[src/rtl/irq_pkg.sv]
package irq_pkg;

    localparam int VEC_W = 16;

    typedef enum logic [2:0] {
        SRC_NONE,
        SRC_NMI,
        SRC_HI,
        SRC_MID,
        SRC_LO,
        SRC_GEN
    } src_e;

    typedef enum logic [1:0] {
        NMI_LOW,
        NMI_PEND,
        NMI_USED
    } nmi_st_e;

    typedef enum logic {
        EN_OFF,
        EN_ON
    } en_st_e;

    localparam logic [VEC_W-1:0] VEC_NMI = 16'h0024;
    localparam logic [VEC_W-1:0] VEC_HI  = 16'h003C;
    localparam logic [VEC_W-1:0] VEC_MID = 16'h0034;
    localparam logic [VEC_W-1:0] VEC_LO  = 16'h002C;

    function automatic logic [VEC_W-1:0] src_vec(input src_e s);
        logic [VEC_W-1:0] v;
        unique case (s)
            SRC_NMI:  v = VEC_NMI;
            SRC_HI:   v = VEC_HI;
            SRC_MID:  v = VEC_MID;
            SRC_LO:   v = VEC_LO;
            SRC_GEN:  v = '0;
            SRC_NONE: v = '0;
            default:  v = '0;
        endcase
        return v;
    endfunction

endpackage

[src/rtl/irq_nmi_fsm.sv]
module irq_nmi_fsm
    import irq_pkg::*;
(
    input  logic clk,
    input  logic rst_n,
    input  logic nmi_i,
    input  logic take_i,
    output logic pend_o
);

    nmi_st_e st_q;
    nmi_st_e st_d;

    always_comb begin
        st_d = st_q;
        unique case (st_q)
            NMI_LOW: begin
                if (nmi_i && take_i)      st_d = NMI_USED;
                else if (nmi_i)           st_d = NMI_PEND;
            end
            NMI_PEND: begin
                if (take_i)               st_d = NMI_USED;
                else if (!nmi_i)          st_d = NMI_LOW;
            end
            NMI_USED: begin
                if (!nmi_i)               st_d = NMI_LOW;
            end
            default:                      st_d = NMI_LOW;
        endcase
    end

    always_ff @(posedge clk) begin
        if (!rst_n) st_q <= NMI_LOW;
        else        st_q <= st_d;
    end

    always_comb begin
        pend_o = nmi_i && (st_q != NMI_USED);
    end


    nmi_consumed_chk: assert property (@(posedge clk) disable iff (!rst_n)
        take_i |=> (st_q == NMI_USED));


    nmi_once_chk: assert property (@(posedge clk) disable iff (!rst_n)
        (take_i && nmi_i) |=> !pend_o);

endmodule

[src/rtl/irq_hi_latch.sv]
module irq_hi_latch (
    input  logic clk,
    input  logic rst_n,
    input  logic lvl_i,
    input  logic take_i,
    input  logic clr_i,
    output logic pend_o
);

    logic lvl_q;
    logic pend_q;
    logic rise;

    always_comb begin
        rise = lvl_i && !lvl_q;
    end

    always_ff @(posedge clk) begin
        if (!rst_n) begin
            lvl_q  <= 1'b0;
            pend_q <= 1'b0;
        end else begin
            lvl_q  <= lvl_i;
            pend_q <= rise || (pend_q && !take_i && !clr_i);
        end
    end

    always_comb begin
        pend_o = pend_q;
    end


    hi_clear_chk: assert property (@(posedge clk) disable iff (!rst_n)
        ((take_i || clr_i) && !lvl_i) |=> !pend_o);


    hi_hold_chk: assert property (@(posedge clk) disable iff (!rst_n)
        (pend_o && !take_i && !clr_i) |=> pend_o);

endmodule

[src/rtl/irq_enable_fsm.sv]
module irq_enable_fsm
    import irq_pkg::*;
(
    input  logic clk,
    input  logic rst_n,
    input  logic set_i,
    input  logic clr_i,
    input  logic acc_i,
    output logic en_o
);

    en_st_e st_q;
    en_st_e st_d;

    always_comb begin
        st_d = st_q;
        unique case (st_q)
            EN_OFF: if (set_i && !clr_i && !acc_i) st_d = EN_ON;
            EN_ON:  if (clr_i || acc_i)            st_d = EN_OFF;
            default:                               st_d = EN_OFF;
        endcase
    end

    always_ff @(posedge clk) begin
        if (!rst_n) st_q <= EN_OFF;
        else        st_q <= st_d;
    end

    always_comb begin
        en_o = (st_q == EN_ON);
    end


    en_acc_off_chk: assert property (@(posedge clk) disable iff (!rst_n)
        acc_i |=> !en_o);


    en_set_on_chk: assert property (@(posedge clk) disable iff (!rst_n)
        (set_i && !clr_i && !acc_i) |=> en_o);

endmodule

[src/rtl/irq_prio_ctl.sv]
module irq_prio_ctl
    import irq_pkg::*;
#(
    parameter int NUM_W = 3,
    parameter int SLOT_SH = 3
) (
    input  logic                 clk,
    input  logic                 rst_n,
    input  logic                 sample_i,
    input  logic                 nmi_i,
    input  logic                 rs_hi_i,
    input  logic                 rs_mid_i,
    input  logic                 rs_lo_i,
    input  logic                 gen_req_i,
    input  logic                 en_set_i,
    input  logic                 en_clr_i,
    input  logic                 mask_wr_i,
    input  logic [2:0]           mask_val_i,
    input  logic                 mask_clr75_i,
    input  logic [NUM_W-1:0]     rs_num_i,
    output logic [VEC_W-1:0]     rs_addr_o,
    output logic                 take_o,
    output logic [VEC_W-1:0]     vec_o,
    output logic                 ack_req_o
);

    localparam int PAD_W = VEC_W - NUM_W - SLOT_SH;
    localparam int M_LO  = 0;
    localparam int M_MID = 1;
    localparam int M_HI  = 2;

    logic [2:0] mask_q;
    logic       nmi_pend;
    logic       hi_pend;
    logic       en;
    src_e       sel_d;
    src_e       src_q;
    logic       acc;

    // restart number to handler address helper
    always_comb begin
        rs_addr_o = {{PAD_W{1'b0}}, rs_num_i, {SLOT_SH{1'b0}}};
    end

    // mask register
    always_ff @(posedge clk) begin
        if (!rst_n)         mask_q <= 3'b111;
        else if (mask_wr_i) mask_q <= mask_val_i;
    end

    // priority selection at the sample edge
    always_comb begin
        sel_d = SRC_NONE;
        if (sample_i) begin
            if (nmi_pend)                              sel_d = SRC_NMI;
            else if (en && hi_pend && !mask_q[M_HI])   sel_d = SRC_HI;
            else if (en && rs_mid_i && !mask_q[M_MID]) sel_d = SRC_MID;
            else if (en && rs_lo_i && !mask_q[M_LO])   sel_d = SRC_LO;
            else if (en && gen_req_i)                  sel_d = SRC_GEN;
        end
        acc = (sel_d != SRC_NONE);
    end

    irq_nmi_fsm u_nmi (
        .clk    (clk),
        .rst_n  (rst_n),
        .nmi_i  (nmi_i),
        .take_i (sel_d == SRC_NMI),
        .pend_o (nmi_pend)
    );

    irq_hi_latch u_hi (
        .clk    (clk),
        .rst_n  (rst_n),
        .lvl_i  (rs_hi_i),
        .take_i (sel_d == SRC_HI),
        .clr_i  (mask_wr_i && mask_clr75_i),
        .pend_o (hi_pend)
    );

    irq_enable_fsm u_en (
        .clk   (clk),
        .rst_n (rst_n),
        .set_i (en_set_i),
        .clr_i (en_clr_i),
        .acc_i (acc),
        .en_o  (en)
    );

    // output state register
    always_ff @(posedge clk) begin
        if (!rst_n) src_q <= SRC_NONE;
        else        src_q <= sel_d;
    end

    // output decode
    always_comb begin
        take_o    = 1'b0;
        ack_req_o = 1'b0;
        vec_o     = '0;
        unique case (src_q)
            SRC_NONE: ;
            SRC_GEN: begin
                take_o    = 1'b1;
                ack_req_o = 1'b1;
            end
            SRC_NMI, SRC_HI, SRC_MID, SRC_LO: begin
                take_o = 1'b1;
                vec_o  = src_vec(src_q);
            end
            default: ;
        endcase
    end


    take_after_sample_chk: assert property (@(posedge clk) disable iff (!rst_n)
        take_o |-> $past(sample_i));


    take_single_chk: assert property (@(posedge clk) disable iff (!rst_n)
        !sample_i |=> !take_o);


    nmi_wins_chk: assert property (@(posedge clk) disable iff (!rst_n)
        (sample_i && nmi_pend) |=> (vec_o == VEC_NMI));


    en_off_block_chk: assert property (@(posedge clk) disable iff (!rst_n)
        (sample_i && !nmi_pend && !en) |=> !take_o);


    ack_vec_chk: assert property (@(posedge clk) disable iff (!rst_n)
        ack_req_o |-> (take_o && (vec_o == '0)));

endmodule

[config.mk]
export PLATFORM = sky130hd
export DESIGN_NAME = irq_prio_ctl
export DESIGN_NICKNAME = d
export VERILOG_FILES = /design/src/rtl/irq_pkg.sv /design/src/rtl/irq_nmi_fsm.sv /design/src/rtl/irq_hi_latch.sv /design/src/rtl/irq_enable_fsm.sv /design/src/rtl/irq_prio_ctl.sv
export SDC_FILE = /design/constraint.sdc
export NUM_CORES = 1
export LEC_CHECK = 0
export BUFFER_PORTS_ARGS = -buffer_cell sky130_fd_sc_hd__clkbuf_2
export CAP_MARGIN = 10
export CELL_PAD_IN_SITES_DETAIL_PLACEMENT = 1
export CELL_PAD_IN_SITES_GLOBAL_PLACEMENT = 2
export CORE_UTILIZATION = 21
export CTS_BUF_LIST = sky130_fd_sc_hd__clkbuf_16
export DETAILED_ROUTE_END_ITERATION = 12
export PLACE_DENSITY = 0.81
export RECOVER_POWER = 25
export SLEW_MARGIN = 20
export SYNTH_ARGS = -nofsm -noshare
export SYNTH_HDL_FRONTEND = slang
export SYNTH_SLANG_ARGS = --single-unit
[constraint.sdc]
create_clock -name clk -period 1.1 [get_ports clk]
set_input_delay 0.055 -clock clk [delete_from_list [all_inputs] [get_ports clk]]
set_output_delay 0.055 -clock clk [all_outputs]
set_load 0.02 [all_outputs]
After elaboration in Yosys (flattened, before gate mapping) --
Cells that the tools add are included.
Word-level totals: register bits 11, bits of input ports 18, output and inout port bits 34
Cells by class: equal/unequal tests 11, mux-type cells 18, bitwise logic cells 1, reduce and logical (&&, ||, !) cells 29
Operators with widths (count):
- case mux 6 bit (4 select lines) | 1
- 2-to-1 mux 3 bit | 6
- logical AND 1 bit | 15
- equality test 3 x 2 -> 1 bit (second input constant) | 3
- zero test 1 bit | 8
- 2-to-1 mux 2 bit | 4
- equality test 3 x 1 -> 1 bit (second input constant) | 2
- equality test 3 bit (second input constant) | 2
- 2-to-1 mux 6 bit | 1
- case mux 2 bit (3 select lines) | 1
- OR reduction 5 bit | 1
- 2-to-1 mux 1 bit | 4
- OR reduction 4 bit | 1
- inequality test 3 x 2 -> 1 bit (second input constant) | 1
- nonzero test 3 bit | 1
- equality test 2 x 1 -> 1 bit (second input constant) | 1
- equality test 2 bit (second input constant) | 1
- zero test 2 bit | 1
- logical OR 1 bit | 2
- inequality test 2 bit (second input constant) | 1
- case mux 1 bit (2 select lines) | 1
- NOT 1 bit | 1

Longest topological paths before layout --
Gate-level depths: netlist of the first run.
depth after elaboration 12, gate-level depth with buffers 4, gate-level depth less buffers 3

Modules after synthesis --
A second synthesis of the first run with hierarchy kept.
Unflattened totals: cell total of the unflattened synthesis 88, area total of the unflattened synthesis 780.7 sq um
Modules (own cells, without submodules):
- irq_prio_ctl | instances 1, cells an instance 69, area an instance 574.3 sq um, seq. area each 120.1 sq um
- irq_nmi_fsm | instances 1, cells an instance 10, area an instance 86.3 sq um, seq. area each 40.0 sq um
- irq_hi_latch | instances 1, cells an instance 6, area an instance 81.3 sq um, seq. area each 40.0 sq um
- irq_enable_fsm | instances 1, cells an instance 3, area an instance 38.8 sq um, seq. area each 20.0 sq um

Worst setup path after synthesis of the first run --
OpenSTA, ideal clock, no wires.
kind register to output, start point reg src_q[1], end point out vec_o[5], arrival time 1042 ps, required time 1045 ps, slack 3 ps, cell stages (with the launch flop) 4, path buffers 1, cell sequence dfxtp_1 -> o21a_1 -> nor2_1 -> buf_4
Between the ends: cells in the longest elaborated chain, start to end 3, elaborated cells between the ends (all ways) 7
Ends and longest elaborated chain:
- start, declared | line irq_prio_ctl.sv:37 | src_e src_q;
- start signal, assigned | line irq_prio_ctl.sv:93 | else src_q <= sel_d;
- equality test 3 bit, or another cell as far along | line irq_pkg.sv:32, irq_prio_ctl.sv:101
- case mux 6 bit (4 select lines) or OR reduction 4 bit (tied branches)
- 2-to-1 mux 6 bit (*) | line irq_prio_ctl.sv:101 | unique case (src_q)
- end, declared | line irq_prio_ctl.sv:23 | output logic [VEC_W-1:0] vec_o,
Every way passes the cells marked *; elsewhere a longest branch is shown, timed or not.

Worst setup path in the final report of the first run --
start point reg src_q[0], end point out vec_o[5]
The elaborated chain is that of the path after synthesis.

==> flow_summary.json, run 1 <==
{
  "cts-buffers-inserted": 3,
  "viasPerCell": 3.64,
  "rsz0062_at_grt": "true",
  "fin_crit_sh_pct": 102,
  "die_area_sq_um": 3840,
  "clockRootBuffer": "clkbuf_16",
  "area_growth_pct": 17.4,
  "cp_data_required_time_ns": 1.04,
  "worstSkewPairLatency_ns": 0.23,
  "max_freq_ghz": 0.895,
  "reg2reg_to": "u_en.en_o",
  "drt_first_pass_iters": 2,
  "cap_violations": 0,
  "ant_nets": 0,
  "skew_ns": 0.00163,
  "cts_sinks": 11,
  "post_cts_buffers": 0,
  "drt_iter0_drc": 1,
  "ys_seq_area_share_pct": 29.2,
  "final_cell_mix": "25 x conb_1, 17 x clkbuf_2, 9 x nand2_1, 8 x dfxtp_1, 4 x nand2b_1",
  "core_sq_um": 3390,
  "ir_worst_vdd_uv": 421,
  "whs_path_depth": 3,
  "grt_first_pass_wirelength_um": 2380,
  "grt.met3_usage_pct": 4.14,
  "hp-class": "input pin to register",
  "setup_viol": 2,
  "reg2reg_slack_ns": 0.10,
  "drive_gt1_share_pct": 32.4,
  "synth_edf_count": 0,
  "portBuffers": 20,
  "clk_pin_slew_worst_paths_ns": 0.04,
  "grt_pass1_vias": 556,
  "max_stage_delay_ns": 0.33,
  "grt_most_used_layer": "met2",
  "ioPinCount": 52,
  "fin_cells": 151,
  "worstPathCellList": "o21a_1 > nor2_2 > clkbuf_8",
  "place_inst": 147,
  "grt_use_met1_pct": 8.97,
  "wl_per_cell_um": 10.2,
  "hpwl_um": 1200,
  "async_flop_share_pct": 0,
  "crit_arrival_ns": 1.06,
  "drc": 0,
  "hold_end": "u_hi.lvl_q",
  "timing_worst_setup_path_type": "register to primary output",
  "nNetsFinal": 124,
  "cp-startpoint": "src_q[0]",
  "cts_htree_levels": 1,
  "avgSynthCellArea_sq_um": 8.67,
  "status": "complete, but fails checks",
  "leakagePower_nw": 0.429,
  "end_kind": "primary output",
  "path_delay_family": "flip-flops",
  "die_h_um": 61.9,
  "finalWorstSetupSlack_ns": -0.0176,
  "finalHoldViolCount": 0,
  "place_ws_ns": 0.101,
  "worst_slew_pin_slew_ns": 0.556,
  "rows": 21,
  "cts.path.max_buffers": 2,
  "initial_utilization_pct": 22.3,
  "slowest_stage": "dfxtp_2",
  "relSlewSlack_pct": 63.0,
  "crit_path_max_fanout": 4,
  "drv_slew": 0,
  "fp.dieW_um": 61.9,
  "cts_tree": "done",
  "synthCells": 87,
  "place_congestion": 0.718,
  "fin_crit_ns": 1.12,
  "grt.overflow.total": 0,
  "synthDistinctLibCells": 25,
  "violations": "setup timing",
  "reg2reg_from": "mask_q[2]",
  "synthFlopType": "dfxtp_1",
  "grt_max_degree": 11,
  "num_vias": 550,
  "totalWireLength_um": 1540,
  "worst-path-buf-inv": 1,
  "power.density_nw_per_um2": 1440,
  "antenna_found_initial": 0,
  "synth_warnings": 0,
  "final_common_cell": "conb_1",
  "grt_util_met2_pct": 15.7,
  "syn-cell-area_sq_um": 754,
  "diodes": 0,
  "ys_ff_latch": 11,
  "reg2reg_depth": 3,
  "hp-start": "rs_hi_i",
  "grtUsageTotal_pct": 9.06,
  "startpoint_type": "register"
}
==> report_power, final <==
part | switching (mW) | internal, mW | total (mW)
clock | 0.164 | 0.475 | 0.639
sequential | 0.0137 | 0.420 | 0.434
combinational | 0.141 | 0.0639 | 0.205
==> kinds of logic (layout without fill, tap and decap cells) <==
group           Yosys count  in the layout  synth area share [%]
mux                       3              3                  3.98
simple gates             31             31                  25.7
other cells               1             25                 0.497
flops                    11             11                  29.2
buf+inv                  31             25                  30.8
compound gates            9              9                  8.62
xor+xnor                  1              1                  1.16
==> per-stage QoR <==
step | TNS (ns) | cell area (sq um) | total power [mW] | hold slack [ns] | util [%]
3_5_place_dp | 0 | 773 | 0.633 | 0.110 | 22.8
6_report | -0.0346 | 886 | 1.28 | 0.0375 | 26.1
2_1_floorplan | 0 | 845 | 0.669 | 0.132 | -
5_1_grt | -0.138 | 886 | 1.33 | 0.0513 | 26.1
4_1_cts | -0.0161 | 887 | 1.30 | 0.0418 | 26.2
3_3_place_gp | 0 | 773 | 0.628 | 0.110 | 22.8
==> worst max-delay path by stage <==
| stage | end | slack [ns] | depth (start not counted) |
|---|---|---|---|
| global route | vec_o[2] | -0.05 | 3 |
| floorplan | vec_o[5] | 0.003 | 3 |
| global placement | u_hi.pend_o | 0.19 | 3 |
| detailed placement | u_en.en_o | 0.10 | 3 |
| finish | vec_o[5] | -0.02 | 3 |
| CTS | vec_o[5] | -0.009 | 3 |
==> layout make-up <==
cell class              instances  area, sq um
clock buffers                   3         75.1
fillers                       413         2500
inverters                       1         3.75
flip-flops and latches         11          224
well taps                      46         57.6
repair buffers                 20          116
clock inverters                 1         3.75
multi-input cells              69          405
==> registers in the layout (all words and copies together), names as in the netlist <==
register,count
u_nmi.st_q,2
src_q,3
mask_q,3
u_en.en_o,1
u_hi.lvl_q,1
u_hi.pend_o,1
==> Yosys cell counts, drive strengths merged (2+ instances only) <==
cell,number,area (sq um)
o22ai,2,12.5
nand3,2,15.0
mux2i,3,30.0
nor2,4,15.0
o21a,2,15.0
nor3,2,10.0
buf,30,229
nand2b,6,52.6
nand2,9,33.8
nor4b,2,23.8
dfxtp,11,220
a21oi,3,15.0
nor2b,3,18.8
and3b,2,18.8
==> worst reg2reg max path: cells and delay by family (launching register included) <==
kind	cells	cell delay [ns]
AND/OR/NAND/NOR	2	0.45
flip-flops	1	0.32
AO/OA/AOI/OAI	1	0.16
==> metal layers <==
layer | up-vias | routed length, um
met4 | 0 | 33
li1 | 270 | -
met5 | - | 0
met2 | 31 | 800
met1 | 244 | 555
met3 | 5 | 150
==> what timing repair did <==
action / in CTS / in global routing
gates resized for setup: 10 / 0
endpoints found under the setup margin: 4 / 3
hold buffers: 0 / 0
pin swaps: 1 / 0
Note: power is estimated with default switching activity, not from simulation.
==> inputs of run 2 (changes only) <==
- TNS_END_PERCENT: not set -> 30
==> run 2 against run 1 <==
  * The run still ends with setup timing left
  * Final area unchanged
  * First-iteration DRC count rose to 3.0 times the previous value
  * Largest power group unchanged
  * Routed wire length down 0.45%
  * Total power about the same
  * Combinational power about the same
==> flow_summary.json, run 2 (synthesis results as in run 1) <==
{
  "status": "complete, but fails checks",
  "violations": "setup timing",
  "place_inst": 147,
  "wl_per_cell_um": 10.1,
  "hp-start": "rs_hi_i",
  "cts_htree_levels": 1,
  "die_area_sq_um": 3840,
  "leakagePower_nw": 0.429,
  "cp_data_required_time_ns": 1.04,
  "reg2reg_from": "mask_q[2]",
  "slowest_stage": "dfxtp_2",
  "crit_arrival_ns": 1.06,
  "nNetsFinal": 124,
  "grt_max_degree": 11,
  "max_freq_ghz": 0.895,
  "ioPinCount": 52,
  "diodes": 0,
  "viasPerCell": 3.70,
  "path_delay_family": "flip-flops",
  "worstSkewPairLatency_ns": 0.23,
  "core_sq_um": 3390,
  "drt_iter0_drc": 3,
  "hold_end": "u_hi.lvl_q",
  "final_cell_mix": "25 x conb_1, 17 x clkbuf_2, 9 x nand2_1, 8 x dfxtp_1, 4 x nand2b_1",
  "fin_cells": 151,
  "hpwl_um": 1200,
  "place_ws_ns": 0.101,
  "relSlewSlack_pct": 63.1,
  "crit_path_max_fanout": 4,
  "worst-path-buf-inv": 1,
  "area_growth_pct": 17.4,
  "cts-buffers-inserted": 3,
  "drt_first_pass_iters": 2,
  "cts.path.max_buffers": 2,
  "hp-class": "input pin to register",
  "initial_utilization_pct": 22.3,
  "cts_sinks": 11,
  "worst_slew_pin_slew_ns": 0.553,
  "skew_ns": 0.00163,
  "fp.dieW_um": 61.9,
  "finalWorstSetupSlack_ns": -0.0177,
  "reg2reg_depth": 3,
  "post_cts_buffers": 0,
  "whs_path_depth": 3,
  "antenna_found_initial": 0,
  "grt_pass1_vias": 556,
  "portBuffers": 20,
  "drc": 0,
  "grtUsageTotal_pct": 9.06,
  "totalWireLength_um": 1530,
  "ir_worst_vdd_uv": 421,
  "num_vias": 558,
  "rsz0062_at_grt": "true",
  "die_h_um": 61.9,
  "power.density_nw_per_um2": 1440,
  "final_common_cell": "conb_1",
  "clk_pin_slew_worst_paths_ns": 0.04,
  "fin_crit_sh_pct": 102,
  "ant_nets": 0,
  "place_congestion": 0.718,
  "grt.overflow.total": 0,
  "max_stage_delay_ns": 0.33,
  "fin_crit_ns": 1.12,
  "rows": 21,
  "startpoint_type": "register",
  "reg2reg_slack_ns": 0.10,
  "grt_first_pass_wirelength_um": 2380,
  "clockRootBuffer": "clkbuf_16",
  "end_kind": "primary output",
  "drv_slew": 0,
  "reg2reg_to": "u_en.en_o",
  "largestRegisters": "mask_q (3), src_q (3), u_nmi.st_q (2)",
  "drive_gt1_share_pct": 32.4,
  "cap_violations": 0,
  "worstPathCellList": "o21a_1 > nor2_2 > clkbuf_8",
  "finalHoldViolCount": 0,
  "cts_tree": "done",
  "timing_worst_setup_path_type": "register to primary output",
  "setup_viol": 2
}
[run 2: power breakdown]
group | total (mW) | switching, mW | internal (mW) | leakage, nW
Clock | 0.639 | 0.164 | 0.475 | 0.0423
Combinational | 0.205 | 0.141 | 0.0639 | 0.294
Sequential | 0.434 | 0.0138 | 0.420 | 0.0919
[run 2: layout make-up]
class,instances,area [sq um]
Fill cell,413,2500
Multi-Input combinational cell,69,405
Sequential cell,11,224
Timing Repair Buffer,20,116
Clock buffer,3,75.1
Tap cell,46,57.6
Clock inverter,1,3.75
Inverter,1,3.75
[run 2: how the worst max path moves through the flow]
stage               from          end  slack, ns  depth (start not counted)
2_1_floorplan   src_q[1]     vec_o[5]      0.003                          3
3_3_place_gp   mask_q[2]  u_hi.pend_o       0.19                          3
3_5_place_dp   mask_q[2]    u_en.en_o       0.10                          3
4_1_cts         src_q[0]     vec_o[5]     -0.009                          3
5_1_grt         src_q[0]     vec_o[2]      -0.05                          3
6_report        src_q[0]     vec_o[5]      -0.02                          3
[run 2: layer usage]
metal  routed length (um)  global-route usage [%]  up-vias
met5                    0                       0        -
met4                   33                    5.08        0
met3                  148                    4.14        5
met2                  802                    15.7       29
met1                  548                    8.97      253
li1                     -                       -      271
[run 2: repair_timing]
| action | CTS | global route |
|---|---|---|
| gates resized for setup | 10 | 0 |
| endpoints found under the setup margin | 4 | 3 |
| hold buffers | 0 | 0 |
| pin swaps | 1 | 0 |
[run 2: through the flow]
stage | util (%) | TNS [ns] | area (sq um) | power [mW] | hold WS, ns
6_report | 26.1 | -0.0348 | 886 | 1.28 | 0.0375
5_1_grt | 26.1 | -0.138 | 886 | 1.33 | 0.0513
4_1_cts | 26.2 | -0.0161 | 887 | 1.30 | 0.0418
3_5_place_dp | 22.8 | 0 | 773 | 0.633 | 0.110
3_3_place_gp | 22.8 | 0 | 773 | 0.628 | 0.110
2_1_floorplan | - | 0 | 845 | 0.669 | 0.132
[run 2: worst register-to-register path: stages, from the launching register on]
cell and delay, ns:
dfxtp_1 0.32, nand2b_1 0.18, nor4b_2 0.28, o21a_1 0.16
